--- config.mk ---
export PLATFORM = sky130hd
export DESIGN_NAME = dnorm_shift_unit
export DESIGN_NICKNAME = d
export VERILOG_FILES = /design/src/rtl/dnorm_pkg.sv /design/src/rtl/dnorm_window_shift.sv /design/src/rtl/dnorm_lost_bits.sv /design/src/rtl/dnorm_shift_unit.sv
export SDC_FILE = /design/constraint.sdc
export NUM_CORES = 1
export LEC_CHECK = 0
export BUFFER_PORTS_ARGS = -buffer_cell sky130_fd_sc_hd__buf_4
export CORE_UTILIZATION = 25
export DETAILED_ROUTE_END_ITERATION = 16
export SKIP_CTS_REPAIR_TIMING = 1
export SYNTH_ARGS = -nofsm -noshare
export SYNTH_HDL_FRONTEND = slang
export SYNTH_SLANG_ARGS = --single-unit
--- constraint.sdc ---
create_clock -name clk -period 4.21 [get_ports clk]
set_input_delay 0.421 -clock clk [delete_from_list [all_inputs] [get_ports clk]]
set_output_delay 0.421 -clock clk [all_outputs]
set_load 0.005 [all_outputs]
--- src/rtl/dnorm_pkg.sv ---
package dnorm_pkg;

  // Which treatment a given count receives
  typedef enum logic [1:0] {
    BAND_EXACT    = 2'd0,
    BAND_STICKY   = 2'd1,
    BAND_COLLAPSE = 2'd2
  } dnorm_band_e;

  // Classify a count: exact up to the guard width, sticky below the
  // collapse limit, collapse at or above it.
  function automatic dnorm_band_e pick_band(input int unsigned cnt,
                                            input int unsigned guard_w,
                                            input int unsigned limit);
    if (cnt >= limit)
      return BAND_COLLAPSE;
    else if (cnt > guard_w)
      return BAND_STICKY;
    else
      return BAND_EXACT;
  endfunction

  // Modular exponent adjustment
  function automatic logic [15:0] raise_exp(input logic [15:0] e,
                                            input logic [15:0] c);
    return e + c;
  endfunction

endpackage

--- src/rtl/dnorm_window_shift.sv ---
module dnorm_window_shift #(
  parameter int MW = 64,
  parameter int GW = 8,
  parameter int CW = 16
) (
  input  logic [MW-1:0] mant_i,
  input  logic [CW-1:0] cnt_i,
  output logic [MW-1:0] mant_o,
  output logic [GW-1:0] win_o
);
  localparam int XW = MW + GW;

  logic [XW-1:0] ext;
  logic [XW-1:0] shifted;

  // Append an empty guard window, then shift the whole span.
  // Counts at or past XW yield zero.
  assign ext     = {mant_i, {GW{1'b0}}};
  assign shifted = ext >> cnt_i;
  assign mant_o  = shifted[XW-1:GW];
  assign win_o   = shifted[GW-1:0];
endmodule

--- src/rtl/dnorm_lost_bits.sv ---
module dnorm_lost_bits #(
  parameter int MW = 64,
  parameter int GW = 8,
  parameter int CW = 16
) (
  input  logic [MW-1:0] mant_i,
  input  logic [CW-1:0] cnt_i,
  output logic          sticky_o,
  output logic          any_set_o
);
  logic [MW-1:0] lost;

  // Bit i drops below the guard window once the count exceeds i+GW.
  for (genvar i = 0; i < MW; i++) begin : g_lost
    assign lost[i] = mant_i[i] & (int'(cnt_i) > i + GW);
  end

  assign sticky_o  = |lost;
  assign any_set_o = |mant_i;
endmodule

--- src/rtl/dnorm_shift_unit.sv ---
module dnorm_shift_unit
  import dnorm_pkg::*;
#(
  parameter int MW = 64,
  parameter int GW = 8,
  parameter int EW = 16,
  parameter int CW = 16
) (
  input  logic          clk,
  input  logic          rst_n,
  input  logic          in_valid,
  input  logic [EW-1:0] in_exp,
  input  logic [MW-1:0] in_mant,
  input  logic [GW-1:0] in_guard,
  input  logic [CW-1:0] in_cnt,
  output logic          out_valid,
  output logic [EW-1:0] out_exp,
  output logic [MW-1:0] out_mant,
  output logic [GW-1:0] out_guard
);
  localparam int LIMIT = MW + GW;

  // Named events for the checker
  dnorm_band_e   band;
  logic          band_collapse;
  logic          band_sticky;
  logic          sticky_bit;
  logic          any_set;
  logic [MW-1:0] win_mant;
  logic [GW-1:0] win_bits;
  logic [MW-1:0] next_mant;
  logic [GW-1:0] next_guard;
  logic [EW-1:0] next_exp;
  logic          unused_guard;

  // The incoming guard byte does not take part in the result
  assign unused_guard = ^in_guard;

  assign band          = pick_band(int'(in_cnt), GW, LIMIT);
  assign band_collapse = (band == BAND_COLLAPSE);
  assign band_sticky   = (band == BAND_STICKY);

  dnorm_window_shift #(.MW(MW), .GW(GW), .CW(CW)) u_win (
    .mant_i (in_mant),
    .cnt_i  (in_cnt),
    .mant_o (win_mant),
    .win_o  (win_bits)
  );

  dnorm_lost_bits #(.MW(MW), .GW(GW), .CW(CW)) u_lost (
    .mant_i    (in_mant),
    .cnt_i     (in_cnt),
    .sticky_o  (sticky_bit),
    .any_set_o (any_set)
  );

  always_comb begin
    next_exp = in_exp + EW'(in_cnt);
    unique case (band)
      BAND_COLLAPSE: begin
        next_mant  = '0;
        next_guard = {{(GW-1){1'b0}}, any_set};
      end
      BAND_STICKY: begin
        next_mant  = win_mant;
        next_guard = win_bits | {{(GW-1){1'b0}}, sticky_bit};
      end
      default: begin
        next_mant  = win_mant;
        next_guard = win_bits;
      end
    endcase
  end

  always_ff @(posedge clk) begin
    if (!rst_n) begin
      out_valid <= 1'b0;
      out_exp   <= '0;
      out_mant  <= '0;
      out_guard <= '0;
    end else begin
      out_valid <= in_valid;
      if (in_valid) begin
        out_exp   <= next_exp;
        out_mant  <= next_mant;
        out_guard <= next_guard;
      end
    end
  end
endmodule

# ---- Word level (Yosys, flattened, before mapping)
# Cells that the tools add are included.
# Widths: inputs -> output; s select.
dict set report op_classes {
  add_sub_neg 1
  order_cmp 66
  n_eq_ne 2
  shift 1
  muxes 4
  bitwise_logic 65
  n_reduce_logical 2
}
# operator count
set ops {}
lappend ops {{$gt 16x6->1 const B} 32}
lappend ops {{$gt 16x5->1 const B} 16}
lappend ops {{$gt 16x4->1 const B} 9}
lappend ops {{$gt 16x7->1 const B} 8}
lappend ops {{$reduce_or 64->1} 2}
lappend ops {{$shr 72x16->72} 1}
lappend ops {{$and 1x1->1} 64}
lappend ops {{$mux 64} 1}
lappend ops {{$add 16x16->16} 1}
lappend ops {{$ge 16x7->1 const B} 1}
lappend ops {{$pmux 8 s2} 1}
lappend ops {{$or 8x1->8} 1}
lappend ops {{$eq 2x1->1 const B} 1}
lappend ops {{$eq 2x2->1 const B} 1}
lappend ops {{$mux 2} 1}
lappend ops {{$mux 1} 1}
dict set report totals {
  ff_bits 89
  inputBits 107
}

# ---- Depth between registers and ports, before layout
# Gate-level depths: netlist (run 1).
dict set report logic_depth {
  ltp_word 5
  mapped_depth 13
  mapped_depth_nobuf 11
}

# ---- Hierarchy
# From an unflattened synthesis (run 1), not the netlist that was laid out.
dict set report hier_totals {
  hier_cells 1255
  hier_area_um2 10757.8
}
# mod n_inst cells_per_inst area_each_um2 seq_area_each_um2
set modules_own_cells {}
lappend modules_own_cells {dnorm_window_shift 1 601 5415.2 0.0}
lappend modules_own_cells {dnorm_shift_unit 1 411 3922.5 1781.7}
lappend modules_own_cells {dnorm_lost_bits 1 243 1420.1 0.0}

# ---- Least setup slack after synthesis (run 1)
# Ideal clock, no wire load.
dict set report synth_path {
  kind {input to register}
  start {input port in_cnt[1]}
  end {register out_exp[12]}
  setup_time_ps 117
  t_arrival_ps 3228
  t_required_ps 4093
  slack_ps 865
  cell_stages 13
  n_path_buf 3
  cell_sequence {buf_2 > inv_2 > buf_1 > clkbuf_1 > fa_1 > nand2b_1 > a21boi_0 > o21ai_0 > nand2_1 > a211o_1 > a21o_1 > a211o_1 > a32o_1}
}
dict set report synth_via {
  elab_chain_len 1
}
# item line
set synth_lines {}
lappend synth_lines {{start, declared} dnorm_shift_unit.sv:15} ;# input logic [CW-1:0] in_cnt,
lappend synth_lines {{$add 16x16->16} dnorm_shift_unit.sv:58} ;# next_exp = in_exp + EW'(in_cnt);
lappend synth_lines {{end signal, assigned} dnorm_shift_unit.sv:84} ;# out_exp <= next_exp;
lappend synth_lines {{end, declared} dnorm_shift_unit.sv:17} ;# output logic [EW-1:0] out_exp,
# Every way passes these cells.
# A chain may end at the register's enable or synchronous reset.

# ---- Worst setup path after layout (run 1)
dict set report layout_path {
  start {input port in_cnt[10]}
  end {register out_guard[0]}
}
dict set report layout_via {
  elab_chain_len 5
  word_cells_on_any_way 138
  classes_between {order compare (66); eq/ne (2); shift (1); mux (3); bitwise (65); reduce/logical (1)}
}
# item line
set layout_lines {}
lappend layout_lines {{$gt 16x4->1, or another cell as far along} {dnorm_pkg.sv:17, dnorm_lost_bits.sv:15}}
lappend layout_lines {{$and 1x1->1 / $mux 1 (equally long branches)} {dnorm_lost_bits.sv:15, dnorm_pkg.sv:17}}
lappend layout_lines {{$reduce_or 64->1 / $mux 2 (equally long branches)} {dnorm_lost_bits.sv:18, dnorm_pkg.sv:15}}
lappend layout_lines {{$or 8x1->8, or another cell as far along} dnorm_shift_unit.sv:66} ;# next_guard = win_bits | {{(GW-1){1'b0}}, sticky_bit};
lappend layout_lines {{$pmux 8 s2 (*)} dnorm_shift_unit.sv:59} ;# unique case (band)
lappend layout_lines {{end signal, assigned} dnorm_shift_unit.sv:86} ;# out_guard <= next_guard;
lappend layout_lines {{end, declared} dnorm_shift_unit.sv:19} ;# output logic [GW-1:0] out_guard
# Mark *: on every way between the ends. The rest lies on a longest branch, timed or not.

==> flow_summary.ini, run 1 <==
[run_status]
outcome = complete, no violations

[detailed_routing]
drt_iter0_drc = 1655
ant_nets = 0
firstDrtPassIters = 5
route.detailed.drc = 0
via_count = 11082
wl_microns = 46800
post_drt_via_cell_ratio = 6.01
wl_per_cell_microns = 25.4

[power_and_ir_drop]
power_frac_seq_pct = 33.4
clockPowerShare_pct = 33.2
ir_worst_vdd_mv = 0.190
power.density_nw_per_um2 = 219
leakagePower_nw = 4.48
p_int_mw = 1.69
netSwitchingPower_mw = 0.909
swShare_pct = 34.9
p_comb_share_pct = 33.4

[floorplan]
core_sq_um = 37700
start_util_pct = 25.4
ios = 196
die_w_microns = 198
die_area_sq_um = 39100
num_rows = 71
die_h_microns = 198

[worst_setup_path]
critical_path_class = in -> reg
end_kind = flop
crit_required_ns = 4.44
start_kind = primary input
arrival_ns = 3.60
cp_max_fo = 8

[synthesis]
synth-seq-area-share_pct = 18.6
muxShareOfSynthArea_pct = 24.8
syn_inst = 1191
synth_top_family_by_area = multiplexers
yosysWarnings = 0
synth-simple-area-share_pct = 24.1
synth_nets = 1314
ys_ff_latch = 89
synthArstFlopShare_pct = 0
syn_area_sq_um = 9580
synth_xor_area_share_pct = 1.01
synth_flop_cell = dfxtp_1
synth.distinct_cells = 79
synth_compound_area_share_pct = 23.7
synth_fa_ha_area_share_pct = 2.17
synth-edff-count = 0
syn_area_per_cell_sq_um = 8.05

[finish]
fin_area_sq_um = 11900
final_common_cell = buf_4
final_cell_mix = buf_4 (232), nand2_1 (132), nor2_1 (95)
fin_cells = 1843
nets = 1450
diodes = 0
area_delta_synth_final_pct = 23.9
drive_above_1_share_pct = 26.4
postLayoutCoreUtil_pct = 31.5

[timing]
slew_viol_final = 0
hold_viol = 0
setup_viol = 0
slew_headroom_pct = 39.8
finalSetupTns_ns = 0
fin_crit_sh_pct = 80.1
rsz0062_at_grt = false
skew_ns = 0
fmax_ghz = 0.296
worst_pin_slew_ns = 0.899
fin_ws_ns = 0.837
fin_crit_ns = 3.37

[clock_network]
clkSinkCount = 89
root_buffer = clkbuf_16
cts.reportedPaths.clkPinSlew_ns = 0.07
clk_latency_ns = 0.36
htree_num_levels = 3
cts-buffers-inserted = 9
cts_tree = yes
cts_max_path_buffers = 2

[placement]
dp_slack_ns = 0.559
placed_cell_area_sq_um = 11600
dp_hpwl_microns = 36500
dpl.cell_count = 1827
gp_congestion = 0.978
portBuffers = 187

[hold_path]
hp-class = reg -> reg

[global_routing]
grt_max_degree = 92
grt_use_total_pct = 23.3
gr-total-overflow = 0
grt_pass1_vias = 10021
grt_pass1_wl_microns = 67600
antenna_found_initial = 0

[job]
cap_violations = 0
-- final timing paths --
kind	start	to	slack, ns	cells after the start
worst max-delay path	in_cnt[10]	out_guard[0]	0.84	11
worst max register to register	out_guard[0]	out_guard[0]	3.11	4
worst min-delay path	out_mant[5]	out_mant[5]	0.44	2
worst min register to register	out_mant[5]	out_mant[5]	0.44	2
-- final cells by class --
| type | instances | area [sq um] |
|---|---|---|
| repair buffers | 234 | 1780 |
| multi-input cells | 970 | 7270 |
| fillers | 4080 | 25800 |
| flip-flops and latches | 89 | 1780 |
| clock inverters | 6 | 75.1 |
| inverters | 23 | 86.3 |
| well taps | 511 | 639 |
| clock buffers | 10 | 239 |
-- sequential cells by signal, indices dropped and copies added (netlist names) --
signal     flops
out_mant      64
out_exp       16
out_guard      8
out_valid      1
-- power by group through the flow --
stage / Combinational (mW) / Sequential (mW) / Clock, mW
floorplan: 0.499 / 0.888 / 0
global placement: 0.837 / 0.887 / 0
detailed placement: 0.843 / 0.888 / 0
CTS: 0.845 / 0.868 / 0.880
global route: 0.912 / 0.870 / 0.913
finish: 0.869 / 0.868 / 0.865
-- per-stage QoR --
stage / total power, mW / hold slack [ns]
finish: 2.60 / 0.439
global route: 2.70 / 0.465
CTS: 2.59 / 0.443
detailed placement: 1.73 / 0.432
global placement: 1.72 / 0.433
floorplan: 1.39 / 0.435
-- layer usage --
metal	GRT usage, %	routed length, microns	up-vias
li1	-	-	4866
met3	4.12	4860	77
met5	0	0	-
met1	34.0	20600	5402
met2	34.6	20200	737
met4	6.98	1230	0
-- worst max-delay path: stages --
cell and delay, ns:
buf_4 0.13, nor4_4 0.67, buf_4 0.29, nand3_1 0.20, a21o_1 0.25, and3_1 0.17
or4_1 0.45, or4_1 0.42, nor4_1 0.32, buf_4 0.18, o211ai_1 0.10
-- cell usage after synthesis, types with 10 or more instances --
cell type	number	area, sq um
nand2_1	132	495
nor2_1	95	357
dfxtp_1	89	1780
a21oi_1	88	440
mux4_2	70	1580
clkbuf_1	67	251
mux2i_1	64	641
nor3_1	52	260
o21ai_0	48	240
nor2b_1	39	244
nand3_1	30	150
a22oi_1	29	218
and2_1	22	138
nor4_1	21	131
buf_1	19	71.3
buf_2	19	95.1
inv_1	19	71.3
o211ai_1	19	143
a211oi_1	18	135
nand4_1	17	106
o2bb2ai_1	17	149
ha_1	15	188
mux2_2	14	158
o22ai_1	12	75.1
a31oi_1	10	62.6
-- cells by family (layout without fill, tap and decap cells) --
| kind of cell | after synthesis | after routing |
|---|---|---|
| flip-flops | 89 | 89 |
| buffers and inverters | 132 | 273 |
| adder cells (fa/ha/maj) | 16 | 16 |
| multiplexers | 148 | 148 |
| AND/OR/NAND/NOR | 461 | 461 |
| AO/OA/AOI/OAI | 334 | 334 |
| XOR/XNOR | 11 | 11 |
(Power assumes the default switching activity.)
==> run 2, diff against run 1 <==
--- a/config.mk
+++ b/config.mk
@@ -5,6 +5,7 @@
 export SDC_FILE = /design/constraint.sdc
 export NUM_CORES = 1
 export LEC_CHECK = 0
+export ABC_AREA = 1
 export BUFFER_PORTS_ARGS = -buffer_cell sky130_fd_sc_hd__buf_4
 export CORE_UTILIZATION = 25
 export DETAILED_ROUTE_END_ITERATION = 16
==> constraint.sdc (replaced) <==
create_clock -name clk -period 3.4 [get_ports clk]
set_input_delay 0.34 -clock clk [delete_from_list [all_inputs] [get_ports clk]]
set_output_delay 0.34 -clock clk [all_outputs]
set_load 0.005 [all_outputs]
==> run 2 against run 1 <==
Against the previous run: flip-flop and latch count unchanged; clock-buffer cell count shrank 1; die area fell by 1.7%; worst setup slack worse by 0.17 ns; hold slack worse by 0.18 ns; clock skew unchanged; register-to-register slack worse by 0.47 ns; sequential power rose by 24%; first-iteration DRC count shrank 9.2%; final area fell by 3.1%; critical endpoint unchanged; largest power group is now sequential cells; highest routed layer unchanged.
==> flow_summary.ini, run 2 <==
[detailed_routing]
route.detailed.drc = 0
via_count = 12523
wl_microns = 45300
wl_per_cell_microns = 19.4
firstDrtPassIters = 6
drt_iter0_drc = 1503
ant_nets = 0
post_drt_via_cell_ratio = 5.37

[power_and_ir_drop]
swShare_pct = 38.3
ir_worst_vdd_mv = 0.220
p_int_mw = 1.93
leakagePower_nw = 5.15
p_comb_share_pct = 33.0
power.density_nw_per_um2 = 271
clockPowerShare_pct = 32.5
netSwitchingPower_mw = 1.19
power_frac_seq_pct = 34.5

[worst_setup_path]
cp.depth = 17
critPathMaxStageDelay_ns = 0.42
end_kind = flop
cp_max_fo = 32
reg2reg_setup_slack_ns = 2.64
rr_endpoint = out_mant[30]
crit_top_cell = nor2_1
worst_r2r_path_depth = 2
critical_path_class = in -> reg
start_kind = primary input
rr_startpoint = out_mant[30]
startpoint = in_cnt[9]
slowest_stage = nor2_2
crit_chain = buf_4 > nor2_1 > nand2_2 > nor2_8 > nand2_2 > nor2_2 > o21ai_0 > nand2_1 > nand2_1 > nor2_1 > nand2_1 > nor2_1 > nand2_1 > nor2_1 > nor2_1 > nor2_1 > a21oi_1
crit_required_ns = 3.63
crit_family = simple AND/OR/NAND/NOR gates
crit_buf_inv = 1
arrival_ns = 2.96
crit_end = out_guard[0]

[floorplan]
num_rows = 70
start_util_pct = 25.5
die_h_microns = 196
ios = 196
core_sq_um = 36900
die_w_microns = 196
die_area_sq_um = 38500

[timing]
fmax_ghz = 0.366
slew_headroom_pct = 46.2
fin_crit_ns = 2.73
finalSetupTns_ns = 0
fin_ws_ns = 0.667
fin_crit_sh_pct = 80.4
worst_pin_slew_ns = 0.805
rsz0062_at_grt = false
hold_viol = 0
slew_viol_final = 0
skew_ns = 0
setup_viol = 0

[global_routing]
grt_max_degree = 82
antenna_found_initial = 0
grt_pass1_wl_microns = 68600
grt_pass1_vias = 11927
gr-total-overflow = 0
grt_use_total_pct = 23.2

[hold_path]
worstHoldStart = rst_n
hp-class = in -> reg

[placement]
gp_congestion = 0.984
dpl.cell_count = 2318
dp_hpwl_microns = 36100
dp_slack_ns = 0.335
portBuffers = 187

[run_status]
outcome = complete, no violations

[clock_network]
clkSinkCount = 89
cts_max_path_buffers = 2
cts.reportedPaths.clkPinSlew_ns = 0.07
cts_tree = yes
root_buffer = clkbuf_16
clk_latency_ns = 0.35
cts-buffers-inserted = 9
htree_num_levels = 3

[finish]
fillers = 4230
largest_reg_flops = 64
drive_above_1_share_pct = 14.9
fin_cells = 2334
final_cell_mix = nand3_1 (520), nand2_1 (462), buf_4 (212)
final_common_cell = nand3_1
largest-register = out_mant
largestRegisters = out_mant x64, out_exp x16, out_guard x8
area_delta_synth_final_pct = 22.1
nets = 1948
diodes = 0
postLayoutCoreUtil_pct = 31.2

[synthesis]
syn_area_per_cell_sq_um = 5.50
synthArstFlopShare_pct = 0
ys_ff_latch = 89
synthTopCellsByCount = nand3_1 (520), nand2_1 (462), nor2_1 (118)
netlist_top_cells_area = nand3_1 (28%), dfxtp_1 (19%), nand2_1 (18%), a21oi_1 (5.7%), o21ai_0 (4.9%)
syn_area_sq_um = 9420
synth.most_common_cell = nand3_1
synth-edff-count = 0
synth.distinct_cells = 44
synth_nets = 1837
yosys.area.top_type_share_pct = 27.6
yosysWarnings = 0
synth-seq-area-share_pct = 18.9
synth_flop_cell = dfxtp_1
synth.largest_area_cell = nand3_1
syn_inst = 1714

[job]
cap_violations = 0
[run 2: cell count changes after synthesis, moves of 20 or more]
cell	previous run	this run
o21ai_0	48	93
nand3_1	30	520
nor3_1	52	7
nor2_1	95	118
inv_1	19	63
nor2b_1	39	0
mux2i_1	64	0
nand2_1	132	462
clkbuf_1	67	43
mux4_2	70	0
a22oi_1	29	5
a21oi_1	88	108
and2_1	22	0
[run 2: metal layers]
metal	wire length (microns)	track usage, %	up-vias
met4	2240	11.0	0
met1	18300	27.4	5778
met5	0	0	-
met2	21700	40.4	551
met3	3130	4.28	112
li1	-	-	6082
[run 2: worst min-delay path by stage]
stage                        end  slack (ns)  cells past startpoint
floorplan           out_guard[1]        0.46                      2
global placement     out_mant[2]        0.46                      2
detailed placement  out_mant[60]        0.46                      2
CTS                    out_valid        0.26                      3
global route           out_valid        0.26                      3
finish                 out_valid        0.26                      3
[run 2: cell families after synthesis]
family / share of synthesized area, %
flops: 18.9
xor+xnor: 0.930
simple gates: 55.5
buf+inv: 8.71
fa+ha+maj: 2.20
compound gates: 13.8
[run 2: worst register-to-register path, delay by kind of cell, from the launching register on]
| kind | cells | cell delay, ns |
|---|---|---|
| AOI/OAI and AO/OA | 2 | 0.28 |
| DFF | 1 | 0.34 |
[run 2: area by class of cell]
type | instances | area [sq um] | share of cell area (%)
well taps | 504 | 631 | 5.48
inverters | 76 | 288 | 2.50
multi-input cells | 1433 | 6820 | 59.3
flip-flops and latches | 89 | 1780 | 15.5
clock inverters | 7 | 83.8 | 0.729
repair buffers | 216 | 1670 | 14.5
clock buffers | 9 | 225 | 1.96
[run 2: per-stage QoR]
stage / cell area [sq um] / power, mW / hold WS, ns
2_1_floorplan: 9420 / 1.68 / 0.462
3_3_place_gp: 11200 / 2.11 / 0.457
3_5_place_dp: 11200 / 2.11 / 0.456
4_1_cts: 11500 / 3.13 / 0.256
5_1_grt: 11500 / 3.29 / 0.260
6_report: 11500 / 3.12 / 0.262
[run 2: power by group through the flow]
stage	sequential [mW]	clock, mW	combinational [mW]
after floorplan	1.10	0	0.581
after global placement	1.10	0	1.01
after CTS	1.08	1.04	1.02
after detailed placement	1.10	0	1.01
after global routing	1.08	1.09	1.12
final	1.08	1.01	1.03
==> run 3, diff against run 2 <==
--- a/config.mk
+++ b/config.mk
@@ -5,7 +5,7 @@
 export SDC_FILE = /design/constraint.sdc
 export NUM_CORES = 1
 export LEC_CHECK = 0
-export ABC_AREA = 1
+export ABC_AREA = 0
 export BUFFER_PORTS_ARGS = -buffer_cell sky130_fd_sc_hd__buf_4
 export CORE_UTILIZATION = 25
 export DETAILED_ROUTE_END_ITERATION = 16
==> constraint.sdc (replaced) <==
create_clock -name clk -period 2.4 [get_ports clk]
set_input_delay 0.24 -clock clk [delete_from_list [all_inputs] [get_ports clk]]
set_output_delay 0.24 -clock clk [all_outputs]
set_load 0.005 [all_outputs]
==> run 3 against run 2 <==
Against the previous run: the run now ends with setup timing left; highest routed layer unchanged; cell count down 6.8%; largest cell class unchanged; sequential share of layout area decreased by 3.4 points; power increased by 57%; critical endpoint unchanged; hold slack worse by 0.099 ns; sequential power grew 42%; first-iteration DRC count decreased by 24%; largest power group is now combinational logic.
==> flow_summary.ini, run 3 (synthesis gave the netlist of run 1 again) <==
[worst_setup_path]
crit_top_cell = buf_4
start_kind = primary input
crit_end = out_guard[0]
critPathMaxStageDelay_ns = 0.54
crit_buf_inv = 3
cp.depth = 11
worst_r2r_path_depth = 5
critical_path_class = in -> reg
rr_startpoint = out_guard[0]
reg2reg_setup_slack_ns = 0.77
crit_chain = buf_4 > or4_4 > buf_4 > nor4_4 > buf_4 > nand2_1 > a22oi_2 > nand4_1 > or4_4 > nor4_4 > o211ai_1
end_kind = flop
crit_family = simple AND/OR/NAND/NOR gates
arrival_ns = 2.71
slowest_stage = or4_4
rr_endpoint = out_guard[0]
crit_required_ns = 2.65
startpoint = in_cnt[14]
cp_max_fo = 2

[timing]
worst_pin_slew_ns = 0.688
rsz0062_at_grt = true
finalSetupTns_ns = -0.0666
slew_headroom_pct = 53.6
fmax_ghz = 0.405
fin_crit_ns = 2.47
hold_viol = 0
fin_crit_sh_pct = 103
setup_viol = 1
fin_ws_ns = -0.0666
slew_viol_final = 0
skew_ns = 0

[clock_network]
htree_num_levels = 3
root_buffer = clkbuf_16
cts-buffers-inserted = 9
cts_max_path_buffers = 2
cts_tree = yes
clkSinkCount = 89
cts.reportedPaths.clkPinSlew_ns = 0.08
clk_latency_ns = 0.36

[power_and_ir_drop]
netSwitchingPower_mw = 1.73
p_int_mw = 3.17
power.density_nw_per_um2 = 334
power_frac_seq_pct = 31.1
swShare_pct = 35.3
p_comb_share_pct = 40.5
leakagePower_nw = 6.20
clockPowerShare_pct = 28.3
ir_worst_vdd_mv = 0.342

[global_routing]
grt_pass1_wl_microns = 77400
grt_use_total_pct = 27.1
grt_pass1_vias = 11558
antenna_found_initial = 0
grt_max_degree = 54
gr-total-overflow = 0

[floorplan]
ios = 196
start_util_pct = 25.4
core_sq_um = 37700
die_h_microns = 198
die_w_microns = 198
num_rows = 71
die_area_sq_um = 39100

[finish]
largest-register = out_mant
drive_above_1_share_pct = 43.0
fin_cells = 2176
largest_reg_flops = 64
largestRegisters = out_mant x64, out_exp x16, out_guard x8
final_cell_mix = buf_4 (545), nand2_1 (131), nor2_1 (94)
diodes = 0
final_common_cell = buf_4
area_delta_synth_final_pct = 53.3
postLayoutCoreUtil_pct = 39.0
nets = 1783

[detailed_routing]
post_drt_via_cell_ratio = 5.45
drt_iter0_drc = 1143
ant_nets = 0
wl_microns = 53600
route.detailed.drc = 0
firstDrtPassIters = 6
via_count = 11862
wl_per_cell_microns = 24.6

[placement]
dpl.cell_count = 2154
portBuffers = 187
gp_congestion = 1.00
dp_hpwl_microns = 44600

[hold_path]
hp-class = in -> reg

[run_status]
outcome = finished, violations left
violations = setup timing

[job]
cap_violations = 0
run 3: cell types whose count changed in the layout (fill, tap and decap cells not counted), sizes merged, moves of 20 or more:
cell	delta
o21ai	-58
a21oi	-20
nand3	-492
buf	+350
a22oi	+24
nor3	+44
nor2	-40
mux2i	+64
mux4	+70
nor2b	+39
nand2	-335
and2	+24
inv	-57
run 3: worst reg2reg max path: cells and delay by family (launching register included):
family	cells	cell delay, ns
AND/OR/NAND/NOR	1	0.15
AO/OA/AOI/OAI	3	0.80
flip-flops	1	0.36
buffers and inverters	1	0.18
run 3: through the flow:
step                      instance area, sq um  power, mW  hold WS (ns)  worst slack, ns
after CTS                                14500       4.86         0.153           -0.154
after global placement                   14200       3.47         0.432           -0.543
final                                    14700       4.91         0.163          -0.0666
after global routing                     14700       5.07         0.160           -0.213
after detailed placement                 14200       3.48         0.433           -0.542
after floorplan                           9700       2.46         0.435          -0.0797
run 3: power by group through the flow:
stage               Sequential (mW)  Clock (mW)  Combinational [mW]
global placement               1.56           0                1.91
global route                   1.53        1.44                2.10
detailed placement             1.56           0                1.92
finish                         1.53        1.39                1.99
CTS                            1.53        1.41                1.92
floorplan                      1.56           0               0.897
run 3: worst min path at each step:
stage / start / endpoint / slack [ns] / cells past startpoint
after detailed placement: out_mant[0] / out_mant[0] / 0.43 / 2
final: rst_n / out_exp[1] / 0.16 / 2
after CTS: rst_n / out_exp[1] / 0.15 / 2
after floorplan: out_mant[0] / out_mant[0] / 0.43 / 2
after global routing: rst_n / out_exp[1] / 0.16 / 2
after global placement: out_mant[0] / out_mant[0] / 0.43 / 2
run 3: area by class of cell:
| cell class | instances | area, sq um |
|---|---|---|
| clock buffer | 11 | 253 |
| clock inverter | 5 | 30.0 |
| fill | 3982 | 23000 |
| inverter | 23 | 93.8 |
| multi-input combinational | 970 | 7430 |
| sequential | 89 | 1780 |
| tap | 511 | 639 |
| timing repair buffer | 567 | 4460 |
run 3: routing by layer:
layer	global-route usage [%]	share of wire, %	routed length (microns)
met1	36.3	45	24400
met3	4.85	6.1	3270
met5	0	0	0
met4	10.2	3.7	1990
met2	43.0	45	24000
